File: src/rtl/vid_regfront_pkg.sv
// Package: shared register selects, status bit positions and decoded bus
// operation type for the video register front end.
package vid_regfront_pkg;

    localparam int SEL_W = 3;

    localparam logic [SEL_W-1:0] SEL_STATUS = 3'd2;
    localparam logic [SEL_W-1:0] SEL_SCROLL = 3'd5;
    localparam logic [SEL_W-1:0] SEL_VADDR  = 3'd6;

    // Flag indices inside the flag vector; status byte places them at [7:5].
    localparam int FLAG_N   = 3;
    localparam int FLAG_OVF = 0;
    localparam int FLAG_HIT = 1;
    localparam int FLAG_VB  = 2;

    typedef struct packed {
        logic stat_rd;
        logic scroll_wr;
        logic addr_wr;
    } bus_op_t;

endpackage

File: src/rtl/vid_regfront_decode.sv
// Module: vid_regfront_decode
// Turns chip select, strobes and register select into one decoded bus
// operation per cycle. Assumes strobes are single-cycle per access.
module vid_regfront_decode
    import vid_regfront_pkg::*;
(
    input  logic             cs,
    input  logic             rd_en,
    input  logic             wr_en,
    input  logic [SEL_W-1:0] reg_sel,
    output bus_op_t          op
);

    // Decode the selected register for reads and writes.
    always_comb begin
        op.stat_rd   = cs && rd_en && (reg_sel == SEL_STATUS);
        op.scroll_wr = cs && wr_en && (reg_sel == SEL_SCROLL);
        op.addr_wr   = cs && wr_en && (reg_sel == SEL_VADDR);
    end

endmodule

File: src/rtl/vid_regfront_phase.sv
// Module: vid_regfront_phase
// Holds the single write-phase bit shared by the scroll and address
// registers. Any two-byte write inverts it, and a status read forces it to 0.
// Assumes the read clear wins over a same-cycle write.
module vid_regfront_phase (
    input  logic clk,
    input  logic rst_n,
    input  logic stat_rd,
    input  logic pair_wr,
    output logic phase
);

    // Track the shared first/second byte phase.
    always_ff @(posedge clk) begin
        if (!rst_n)
            phase <= 1'b0;
        else if (stat_rd)
            phase <= 1'b0;
        else if (pair_wr)
            phase <= ~phase;
    end

    assert_phase_clear_R7: assert property (@(posedge clk) disable iff (!rst_n)
        stat_rd |=> !phase);

    assert_phase_flip_R6: assert property (@(posedge clk) disable iff (!rst_n)
        (pair_wr && !stat_rd) |=> (phase != $past(phase)));

    assert_phase_hold_R11: assert property (@(posedge clk) disable iff (!rst_n)
        (!pair_wr && !stat_rd) |=> $stable(phase));

endmodule

File: src/rtl/vid_regfront_flags.sv
// Module: vid_regfront_flags
// Status flags set by rendering events. Only the vertical-blank flag is
// cleared by a status read. Frame clear drops all flags. A set event wins
// over any clear in the same cycle and is visible in that cycle's read data.
module vid_regfront_flags
    import vid_regfront_pkg::*;
#(
    parameter int DATA_W = 8
) (
    input  logic              clk,
    input  logic              rst_n,
    input  logic              stat_rd,
    input  logic              frame_clr,
    input  logic [FLAG_N-1:0] set_evt,
    output logic [DATA_W-1:0] status
);

    localparam int LOW_W = DATA_W - FLAG_N;

    logic [FLAG_N-1:0] flag_q;
    logic [FLAG_N-1:0] flag_view;

    for (genvar i = 0; i < FLAG_N; i++) begin : g_flag
        localparam bit READ_CLR = (i == FLAG_VB);
        // One sticky flag: set wins, then read clear (if enabled), then frame clear.
        always_ff @(posedge clk) begin
            if (!rst_n)
                flag_q[i] <= 1'b0;
            else if (set_evt[i])
                flag_q[i] <= 1'b1;
            else if (frame_clr || (READ_CLR && stat_rd))
                flag_q[i] <= 1'b0;
        end
    end

    // Present flags including same-cycle set events.
    always_comb flag_view = flag_q | set_evt;

    // Drive the status byte only during a status read.
    always_comb begin
        status = '0;
        if (stat_rd)
            status = {flag_view, {LOW_W{1'b0}}};
    end

    assert_vb_read_clear_R7: assert property (@(posedge clk) disable iff (!rst_n)
        (stat_rd && !set_evt[FLAG_VB]) |=> !flag_q[FLAG_VB]);

    assert_hit_survives_read_R7: assert property (@(posedge clk) disable iff (!rst_n)
        (flag_q[FLAG_HIT] && !frame_clr) |=> flag_q[FLAG_HIT]);

    assert_ovf_survives_read_R7: assert property (@(posedge clk) disable iff (!rst_n)
        (flag_q[FLAG_OVF] && !frame_clr) |=> flag_q[FLAG_OVF]);

    assert_vb_race_R8: assert property (@(posedge clk) disable iff (!rst_n)
        set_evt[FLAG_VB] |=> flag_q[FLAG_VB]);

    assert_frame_clr_R10: assert property (@(posedge clk) disable iff (!rst_n)
        (frame_clr && set_evt == '0) |=> (flag_q == '0));

endmodule

File: src/rtl/vid_regfront_regs.sv
// Module: vid_regfront_regs
// Scroll bytes, address staging byte and the committed video address.
// The phase input picks the target byte. A phase-0 address write also
// overwrites the fine vertical scroll bits. Assumes one write per cycle.
module vid_regfront_regs #(
    parameter int DATA_W = 8,
    parameter int ADDR_W = 14,
    parameter int FINE_W = 3
) (
    input  logic              clk,
    input  logic              rst_n,
    input  logic              phase,
    input  logic              scroll_wr,
    input  logic              addr_wr,
    input  logic [DATA_W-1:0] wdata,
    output logic [DATA_W-1:0] scroll_x,
    output logic [DATA_W-1:0] scroll_y,
    output logic [ADDR_W-1:0] vaddr
);

    localparam int HI_W = ADDR_W - DATA_W;

    logic [HI_W-1:0] stage_q;

    // Horizontal scroll byte: first-phase scroll write.
    always_ff @(posedge clk) begin
        if (!rst_n)
            scroll_x <= '0;
        else if (scroll_wr && !phase)
            scroll_x <= wdata;
    end

    // Vertical scroll byte: second-phase scroll write, or fine bits from an address high write.
    always_ff @(posedge clk) begin
        if (!rst_n)
            scroll_y <= '0;
        else if (scroll_wr && phase)
            scroll_y <= wdata;
        else if (addr_wr && !phase)
            scroll_y[FINE_W-1:0] <= {1'b0, wdata[HI_W-1 -: FINE_W-1]};
    end

    // Staging byte for the upper address bits; the top data bits are dropped.
    always_ff @(posedge clk) begin
        if (!rst_n)
            stage_q <= '0;
        else if (addr_wr && !phase)
            stage_q <= wdata[HI_W-1:0];
    end

    // Committed address updates only on the second address write.
    always_ff @(posedge clk) begin
        if (!rst_n)
            vaddr <= '0;
        else if (addr_wr && phase)
            vaddr <= {stage_q, wdata};
    end

    assert_scroll_x_load_R3: assert property (@(posedge clk) disable iff (!rst_n)
        (scroll_wr && !phase) |=> (scroll_x == $past(wdata)));

    assert_scroll_y_load_R3: assert property (@(posedge clk) disable iff (!rst_n)
        (scroll_wr && phase) |=> (scroll_y == $past(wdata)));

    assert_vaddr_hold_R4: assert property (@(posedge clk) disable iff (!rst_n)
        !(addr_wr && phase) |=> $stable(vaddr));

    assert_fine_y_clobber_R9: assert property (@(posedge clk) disable iff (!rst_n)
        (addr_wr && !phase) |=>
            (scroll_y[FINE_W-1:0] == {1'b0, $past(wdata[HI_W-1 -: FINE_W-1])}) &&
            (scroll_y[DATA_W-1:FINE_W] == $past(scroll_y[DATA_W-1:FINE_W])));

endmodule

File: src/rtl/vid_regfront.sv
// Module: vid_regfront
// CPU register front end of a tile video controller: status read,
// two-byte scroll and two-byte address registers behind one shared phase.
// Assumes a synchronous bus with single-cycle strobes.
module vid_regfront
    import vid_regfront_pkg::*;
#(
    parameter int DATA_W = 8,
    parameter int ADDR_W = 14,
    parameter int FINE_W = 3
) (
    input  logic              clk,
    input  logic              rst_n,
    input  logic              cs,
    input  logic              rd_en,
    input  logic              wr_en,
    input  logic [SEL_W-1:0]  reg_sel,
    input  logic [DATA_W-1:0] wdata,
    output logic [DATA_W-1:0] rdata,
    input  logic              vblank_evt,
    input  logic              hit_evt,
    input  logic              ovf_evt,
    input  logic              frame_clr,
    output logic [DATA_W-1:0] scroll_x,
    output logic [DATA_W-1:0] scroll_y,
    output logic [ADDR_W-1:0] vaddr
);

    bus_op_t           op;
    logic              phase;
    logic              pair_wr;
    logic [FLAG_N-1:0] set_evt;

    // Collect writes that advance the shared phase.
    always_comb pair_wr = op.scroll_wr || op.addr_wr;

    // Pack event pulses into flag order.
    always_comb begin
        set_evt           = '0;
        set_evt[FLAG_VB]  = vblank_evt;
        set_evt[FLAG_HIT] = hit_evt;
        set_evt[FLAG_OVF] = ovf_evt;
    end

    vid_regfront_decode u_decode (
        .cs      (cs),
        .rd_en   (rd_en),
        .wr_en   (wr_en),
        .reg_sel (reg_sel),
        .op      (op)
    );

    vid_regfront_phase u_phase (
        .clk     (clk),
        .rst_n   (rst_n),
        .stat_rd (op.stat_rd),
        .pair_wr (pair_wr),
        .phase   (phase)
    );

    vid_regfront_flags #(.DATA_W(DATA_W)) u_flags (
        .clk       (clk),
        .rst_n     (rst_n),
        .stat_rd   (op.stat_rd),
        .frame_clr (frame_clr),
        .set_evt   (set_evt),
        .status    (rdata)
    );

    vid_regfront_regs #(.DATA_W(DATA_W), .ADDR_W(ADDR_W), .FINE_W(FINE_W)) u_regs (
        .clk       (clk),
        .rst_n     (rst_n),
        .phase     (phase),
        .scroll_wr (op.scroll_wr),
        .addr_wr   (op.addr_wr),
        .wdata     (wdata),
        .scroll_x  (scroll_x),
        .scroll_y  (scroll_y),
        .vaddr     (vaddr)
    );

    assert_rdata_idle_R2: assert property (@(posedge clk) disable iff (!rst_n)
        !(cs && rd_en && reg_sel == SEL_STATUS) |-> (rdata == '0));

    assert_no_stray_write_R11: assert property (@(posedge clk) disable iff (!rst_n)
        !(cs && wr_en) |=> ($stable(scroll_x) && $stable(scroll_y) && $stable(vaddr)));

endmodule

File: config.mk
export PLATFORM = sky130hd
export DESIGN_NAME = vid_regfront
export DESIGN_NICKNAME = d
export VERILOG_FILES = /design/src/rtl/vid_regfront_pkg.sv /design/src/rtl/vid_regfront_decode.sv /design/src/rtl/vid_regfront_phase.sv /design/src/rtl/vid_regfront_flags.sv /design/src/rtl/vid_regfront_regs.sv /design/src/rtl/vid_regfront.sv
export SDC_FILE = /design/constraint.sdc
export NUM_CORES = 1
export LEC_CHECK = 0
export BUFFER_PORTS_ARGS = -buffer_cell sky130_fd_sc_hd__buf_2
export CAP_MARGIN = 10
export CORE_MARGIN = 1.5
export CORE_UTILIZATION = 35
export DETAILED_ROUTE_END_ITERATION = 12
export PLACE_DENSITY = 0.69
export SYNTH_ARGS = -nofsm -noshare
export SYNTH_HDL_FRONTEND = slang
export SYNTH_SLANG_ARGS = --single-unit
File: constraint.sdc
create_clock -name clk -period 1.2 [get_ports clk]
set_input_delay 0.12 -clock clk [delete_from_list [all_inputs] [get_ports clk]]
set_output_delay 0.12 -clock clk [all_outputs]
set_load 0.03 [all_outputs]
# ---- Yosys cells after proc, flatten, opt, wreduce, memory -nomap -nowiden
# Cells that the tools add are included.
dict set report totals {
  ff_bits 40
  wordCells 40
}
dict set report op_classes {
  bitwise 3
  reduce_logical 17
  eq_ne 3
  muxes 8
}
# cell count
set ops {}
lappend ops {{1-bit logical AND} 9}
lappend ops {{8-bit 2-to-1 mux} 1}
lappend ops {{2-bit nonzero test} 4}
lappend ops {{3-bit equality test, second input constant} 2}
lappend ops {{3-bit 2-to-1 mux} 2}
lappend ops {{1-bit 2-to-1 mux} 5}
lappend ops {{3-bit by 2-bit equality test with 1-bit output, second input constant} 1}
lappend ops {{3-bit bitwise OR} 1}
lappend ops {{1-bit logical OR} 2}
lappend ops {{1-bit inverter} 2}
lappend ops {{2-bit OR reduction} 1}
lappend ops {{1-bit logical NOT} 1}

# ---- Depth between registers and ports, before layout
# Gate-level depths: netlist of the first run.
dict set report logic_depth {
  word_depth 5
  mapped_depth 5
  mapped_depth_nobuf 4
}

# ---- Hierarchy
# Synthesis of the first run repeated with hierarchy kept, for this count alone.
dict set report hier_totals {
  cells_unflattened 190
  area_unflattened_um2 1556.5
}
# mod seq_area_each_um2 cells_each instances area_each_um2
set by_module_without_submodules {}
lappend by_module_without_submodules {vid_regfront_regs 720.7 162 1 1288.7}
lappend by_module_without_submodules {vid_regfront_flags 60.1 18 1 171.4}
lappend by_module_without_submodules {vid_regfront_decode 0.0 6 1 48.8}
lappend by_module_without_submodules {vid_regfront_phase 20.0 3 1 41.3}
lappend by_module_without_submodules {vid_regfront 0.0 1 1 6.3}

# ---- Worst setup path after synthesis of the first run
# OpenSTA, ideal clock, no wires.
dict set report synth_path {
  kind {register -> register}
  start {register u_phase.phase}
  end {register u_regs.vaddr[10]}
  required_time_ps 1084
  path_slack_ps -11
  path_buffers 1
  setup_ps 116
  path_stages_with_launch 6
  t_arrival_ps 1095
  cell_sequence {dfxtp_1 nand3_2 nor2_4 buf_6 mux2i_1 nor2b_1}
}
dict set report synth_via {
  elab_chain_len 1
}
# item line
set synth_rtl {}
lappend synth_rtl {{start: declaration} vid_regfront_phase.sv:10} ;# output logic phase
lappend synth_rtl {{start signal: assignment} vid_regfront_phase.sv:20} ;# phase <= ~phase;
lappend synth_rtl {{1-bit logical AND} vid_regfront_regs.sv:55} ;# else if (addr_wr && phase)
lappend synth_rtl {{end signal: assignment} vid_regfront_regs.sv:56} ;# vaddr <= {stage_q, wdata};
lappend synth_rtl {{end: declaration} vid_regfront_regs.sv:18} ;# output logic [ADDR_W-1:0] vaddr
# No other way between the ends.
# A chain may end at the register's enable or synchronous reset.

# ---- Worst setup path after layout of the first run
dict set report layout_path {
  start {register u_phase.phase}
  end {register u_regs.vaddr[3]}
}
# Same word-level chain as after synthesis.

==> results.toml, run 1 <==
[logic_synthesis]
yosys_warnings = 0
seq_area_frac_synth = 0.471
ys_types = 22
syn-mean-instance-area_um2 = 11.2
synth_top_family_by_area = "simple AND/OR/NAND/NOR gates"
synth_compound_area_frac = 0.0500
synth_cells = 152
ys_ff_latch = 40
synthMuxAreaShare = 0.194
synth-simple-area-share = 0.215
yosysTopAreaCellShare = 0.471
synthTopCellsByArea = "dfxtp_1 (47%), mux2i_1 (19%), nor2b_1 (13%), o21a_1 (3.5%), buf_6 (2.6%)"
synth-xor-area-share = 0.0103
synthesis.area_um2 = 1700
yosys.area.top_type = "dfxtp_1"
synthAdderAreaFrac = 0

[routing]
wl_per_cell_um = 12.5
first_iter_violations = 15
postRouteAntennaNets = 0
drt_pass1_iterations = 4
viasPerCell = 4.52
wirelength_mm = 3.35
drc = 0
num_vias = 1216

[global_routing]
grt_pass1_wl_mm = 5.26
grt_pass1_vias = 1120
grt_max_degree = 18
grt_antenna_before_repair = 0
grt.overflow.total = 0
track_usage = 0.132

[timing]
fin_tns_setup_ns = 0
fin_crit_ns = 1.15
rsz0062_at_grt = "true"
hold_violations = 0
hold_ws_ns = 0.0652
max_freq_mhz = 870
fin_crit_sh = 0.958
slew_violations = 0
fin_skew_ns = 0.00345
setup_violations = 0

[critical_path]
slowest_delay_ns = 0.40
timing.rr.start = "u_phase.phase$_SDFFE_PP0P_"
cp-start-kind = "register"
reg2reg_slack_ns = 0.05
crit_path_cell_trace = "nand3_2 -> nor2_4 -> buf_12 -> mux2i_1 -> nor2b_1"
reg2reg_depth = 5
critPathBufInv = 1
worstReg2RegEnd = "u_regs.vaddr[3]$_SDFFE_PN0P_"
crit_family = "flip-flops"
critPathLaunch = "u_phase.phase$_SDFFE_PP0P_"
cp_slowest_cell = "dfxtp_2"
cp_max_fo = 14
worstSetupEndpoint = "u_regs.vaddr[3]$_SDFFE_PN0P_"
worstPathRequired_ns = 1.38
worstSetupPathType = "register to register"
path_depth = 5
cp-end-kind = "register"
crit_arrival_ns = 1.33

[power_and_ir_drop]
power_density_nw_per_um2 = 1120
clkPwrFrac = 0.364
total_power_w = 0.00244
combPwrFrac = 0.083
power_frac_seq = 0.553
p_leak_nw = 0.884
p_switching_w = 0.000541
power.internal_w = 0.00190
swShare = 0.221
max-vdd-ir-drop_v = 0.000536

[cells_and_area]
num-nets-final = 234
antenna_cells = 0
fillers = 455
mostFrequentLayoutCell = "buf_2"
syn_to_final_growth_pct = 28.7
drive_gt1_frac = 0.363
instances_no_fill = 269
fin_util = 0.467
layout_common_cells = "buf_2 (48), dfxtp_1 (39), nor2b_1 (35)"

[die]
die_x_um = 72.7
start_util = 0.363
row_count = 25
ios = 58
dieArea_um2 = 5290
core_region_area_um2 = 4690
dieHeight_um = 72.7

[placed_design]
dp_cells = 259
port-buffer-count = 52
place_congestion = 0.779
hpwl_mm = 2.44

[clocking]
clockRootBuffer = "clkbuf_8"
clk_pin_slew_worst_paths_ns = 0.07
clk_path_buf_depth = 2
cts_tree = "done"
clock_sinks = 40
holdBufCountCts = 0
cts_inserted_buffers = 5
htree_levels = 2
clock_latency_ns = 0.28

[run]
drv_cap = 0

[status]
outcome = "completed"

[min_path]
min_path_type = "primary input to register"
## worst min-delay path by stage
stage | from | to | cells after the start
6_report | vblank_evt | u_flags.flag_q[2]$_SDFFE_PN0P_ | 2
4_1_cts | vblank_evt | u_flags.flag_q[2]$_SDFFE_PN0P_ | 2
5_1_grt | hit_evt | u_flags.flag_q[1]$_SDFFE_PN0P_ | 2
2_1_floorplan | ovf_evt | u_flags.flag_q[0]$_SDFFE_PN0P_ | 1
3_3_place_gp | vblank_evt | u_flags.flag_q[2]$_SDFFE_PN0P_ | 2
3_5_place_dp | vblank_evt | u_flags.flag_q[2]$_SDFFE_PN0P_ | 2
## metrics by stage
| stage | area [um2] | setup slack, ns |
|---|---|---|
| after detailed placement | 2060 | -0.0657 |
| final | 2190 | 0.0507 |
| after global routing | 2190 | -0.0307 |
| after global placement | 2060 | -0.0321 |
| after CTS | 2160 | 0.00645 |
| after floorplan | 1720 | 0.0597 |
## layer usage
metal  GRT usage  up-vias  wire length [um]
li1            -      627                 -
met1       0.162      552              1550
met2       0.214       31              1580
met3      0.0428        6               171
met4      0.0503        0                49
met5           0        -                 0
## layout make-up
type                            count  area, um2  share of cell area
Tap cell                           54       67.6              0.0309
Sequential cell                    40        802               0.366
Timing Repair Buffer               64        405               0.185
Multi-Input combinational cell    103        825               0.377
Clock buffer                        8       90.1              0.0411
## cell usage after synthesis, drive strengths merged
cell type / count
a22o: 2
buf: 9
clkbuf: 4
conb: 1
dfxtp: 40
mux2i: 33
nand2: 3
nand3: 2
nand3b: 1
nand4: 1
nand4b: 1
nor2: 2
nor2b: 35
nor3: 1
nor3b: 6
o21a: 8
o31ai: 1
xor2: 2
## registers in the layout, indices dropped and copies added, names as in the netlist
name,count
u_flags.flag_q,3
u_phase.phase,1
u_regs.scroll_x,8
u_regs.scroll_y,8
u_regs.stage_q,6
u_regs.vaddr,14
## power by group through the flow
stage                     combinational [W]  clock (W)  sequential (W)
after floorplan                    0.000111          0         0.00139
after global routing               0.000221   0.000993         0.00135
after detailed placement           0.000197          0         0.00138
final                              0.000203   0.000890         0.00135
after CTS                          0.000200   0.000925         0.00135
after global placement             0.000196          0         0.00138
## kinds of logic (layout without fill, tap and decap cells)
logic type	after synthesis	after routing
multiplexers	33	33
flip-flops	40	40
XOR/XNOR	2	2
AND/OR/NAND/NOR	52	52
buffers and inverters	13	72
AO/OA/AOI/OAI	11	11
other	1	5
## repair_timing
action | 4_1_cts | 5_1_grt
setup buffers | 0 | 2
pin swaps | 0 | 1
gates cloned | 0 | 0
endpoints found under the setup margin | 3 | 13
gates resized for setup | 1 | 9
(Power assumes the default switching activity.)
==> run 2, diff against run 1 <==
--- a/config.mk
+++ b/config.mk
@@ -7,10 +7,13 @@
 export LEC_CHECK = 0
 export BUFFER_PORTS_ARGS = -buffer_cell sky130_fd_sc_hd__buf_2
 export CAP_MARGIN = 10
+export CELL_PAD_IN_SITES_DETAIL_PLACEMENT = 1
+export CELL_PAD_IN_SITES_GLOBAL_PLACEMENT = 1
 export CORE_MARGIN = 1.5
-export CORE_UTILIZATION = 35
+export CORE_UTILIZATION = 34
 export DETAILED_ROUTE_END_ITERATION = 12
-export PLACE_DENSITY = 0.69
+export HOLD_SLACK_MARGIN = 0.05
+export PLACE_DENSITY = 0.83
 export SYNTH_ARGS = -nofsm -noshare
 export SYNTH_HDL_FRONTEND = slang
 export SYNTH_SLANG_ARGS = --single-unit
==> constraint.sdc (replaced) <==
create_clock -name clk -period 1.2 [get_ports clk]
set_input_delay 0 -clock clk [delete_from_list [all_inputs] [get_ports clk]]
set_output_delay 0 -clock clk [all_outputs]
set_load 0.03 [all_outputs]
==> run 2 against run 1 <==
Effect of this change:
- fmax decreased by 0.49%
- cell area increased by 4.0%
- die area increased by 2.8%
- final cell count increased by 8.2%
- critical endpoint unchanged
- clock skew about the same
- combinational power increased by 8%
- sequential power about the same
- count of clock-buffer cells in the layout unchanged
- via count increased by 5.8%
- first-iteration DRC count increased by 27%
==> results.toml, run 2 (synthesis gave the netlist of run 1 again) <==
[timing]
hold_violations = 0
slew_violations = 0
fin_crit_sh = 0.963
hold_ws_ns = 0.0515
fin_skew_ns = 0.00303
max_freq_mhz = 866
setup_violations = 0
rsz0062_at_grt = "true"
fin_crit_ns = 1.16
fin_tns_setup_ns = 0

[placed_design]
hpwl_mm = 2.58
place_congestion = 0.666
port-buffer-count = 52

[clocking]
clock_sinks = 40
clk_path_buf_depth = 2
cts_inserted_buffers = 5
clock_latency_ns = 0.29
cts_tree = "done"
htree_levels = 2
clockRootBuffer = "clkbuf_8"
clk_pin_slew_worst_paths_ns = 0.07

[power_and_ir_drop]
total_power_w = 0.00248
max-vdd-ir-drop_v = 0.000823
power_density_nw_per_um2 = 1090
p_leak_nw = 0.909

[routing]
met1_length_mm = 1.68
first_iter_violations = 19
wl_per_cell_um = 12.6
wl_met3_um = 193
wl_met2_mm = 1.74
drt_pass1_iterations = 4
viasPerCell = 4.42
wirelength_mm = 3.66
num_vias = 1287
top_layer = "met4"
postRouteAntennaNets = 0
drc = 0

[critical_path]
reg2reg_depth = 5
cp_max_fo = 14
worstPathRequired_ns = 1.38
cp-end-kind = "register"
cp_slowest_cell = "dfxtp_4"
crit_family = "flip-flops"
crit_arrival_ns = 1.34
cp-start-kind = "register"
critPathBufInv = 1
path_depth = 5
worstSetupPathType = "register to register"
slowest_delay_ns = 0.38
crit_path_cell_trace = "nand3_2 -> nor2_4 -> buf_12 -> mux2i_2 -> nor2b_1"

[global_routing]
grt_pass1_vias = 1278
track_usage = 0.143
grt_antenna_before_repair = 0
grt_pass1_wl_mm = 5.91
grt_max_degree = 16
grt.overflow.total = 0

[run]
drv_cap = 0

[min_path]
min_path_type = "primary input to register"
whs_path_depth = 3

[cells_and_area]
largest_register_ff_count = 14
antenna_cells = 0
top_regs = "u_regs.vaddr x14, u_regs.scroll_x x8, u_regs.scroll_y x8"
mostFrequentLayoutCell = "buf_2"
layout_common_cells = "buf_2 (52), dfxtp_1 (39), nor2b_1 (35)"
regMostFlops = "u_regs.vaddr"
drive_gt1_frac = 0.339
num-nets-final = 243
fillers = 546
syn_to_final_growth_pct = 33.8

[die]
dieArea_um2 = 5440
core_region_area_um2 = 4790
start_util = 0.356
ios = 58
die_x_um = 73.7
dieHeight_um = 73.7
row_count = 25

[status]
outcome = "completed"
==> run 2: worst min-delay path, stage by stage <==
cell	delay (ns)
buf_2	0.13
mux2i_1	0.08
nor2b_1	0.09
==> run 2: metrics by stage <==
| step | cells | util | worst slack [ns] | area [um2] |
|---|---|---|---|---|
| 2_1_floorplan | 156 | - | 0.0597 | 1720 |
| 3_3_place_gp | 270 | 0.428 | 0.0760 | 2050 |
| 3_5_place_dp | 270 | 0.428 | 0.0362 | 2050 |
| 4_1_cts | 290 | 0.472 | 0.0120 | 2260 |
| 5_1_grt | 291 | 0.476 | -0.0178 | 2280 |
| 6_report | 291 | 0.476 | 0.0450 | 2280 |
==> run 2: final timing paths <==
path / slack [ns] / endpoint / startpoint
max: 0.04 / u_regs.vaddr[3]$_SDFFE_PN0P_ / u_phase.phase$_SDFFE_PP0P_
min: 0.05 / u_regs.vaddr[1]$_SDFFE_PN0P_ / wdata[1]
min reg2reg: 0.45 / u_regs.scroll_y[2]$_SDFFE_PN0P_ / u_regs.scroll_y[2]$_SDFFE_PN0P_
max reg2reg: 0.04 / u_regs.vaddr[3]$_SDFFE_PN0P_ / u_phase.phase$_SDFFE_PP0P_
==> run 2: where the power goes <==
| group | internal (W) | total (W) | switching [W] |
|---|---|---|---|
| clock | 0.000469 | 0.000912 | 0.000443 |
| combinational | 0.000107 | 0.000220 | 0.000113 |
| sequential | 0.00134 | 0.00135 | 0.00000894 |
| total | 0.00192 | 0.00248 | 0.000565 |
==> run 2: timing repair <==
action	4_1_cts	5_1_grt
setup buffers	0	1
hold buffers	12	0
endpoints found under the hold margin	22	0
setup endpoints to repair	0	22
gates resized for setup	0	3
==> run 2: layout make-up <==
class | count | area [um2] | share of cell area
Multi-Input combinational cell | 103 | 822 | 0.361
Sequential cell | 40 | 805 | 0.353
Timing Repair Buffer | 73 | 477 | 0.209
Clock buffer | 8 | 90.1 | 0.0396
Tap cell | 67 | 83.8 | 0.0368
==> run 2: routing by layer <==
| metal | vias to the layer above | global-route usage |
|---|---|---|
| li1 | 647 | - |
| met1 | 602 | 0.177 |
| met2 | 32 | 0.234 |
| met3 | 6 | 0.0412 |
| met4 | 0 | 0.0556 |
| met5 | - | 0 |
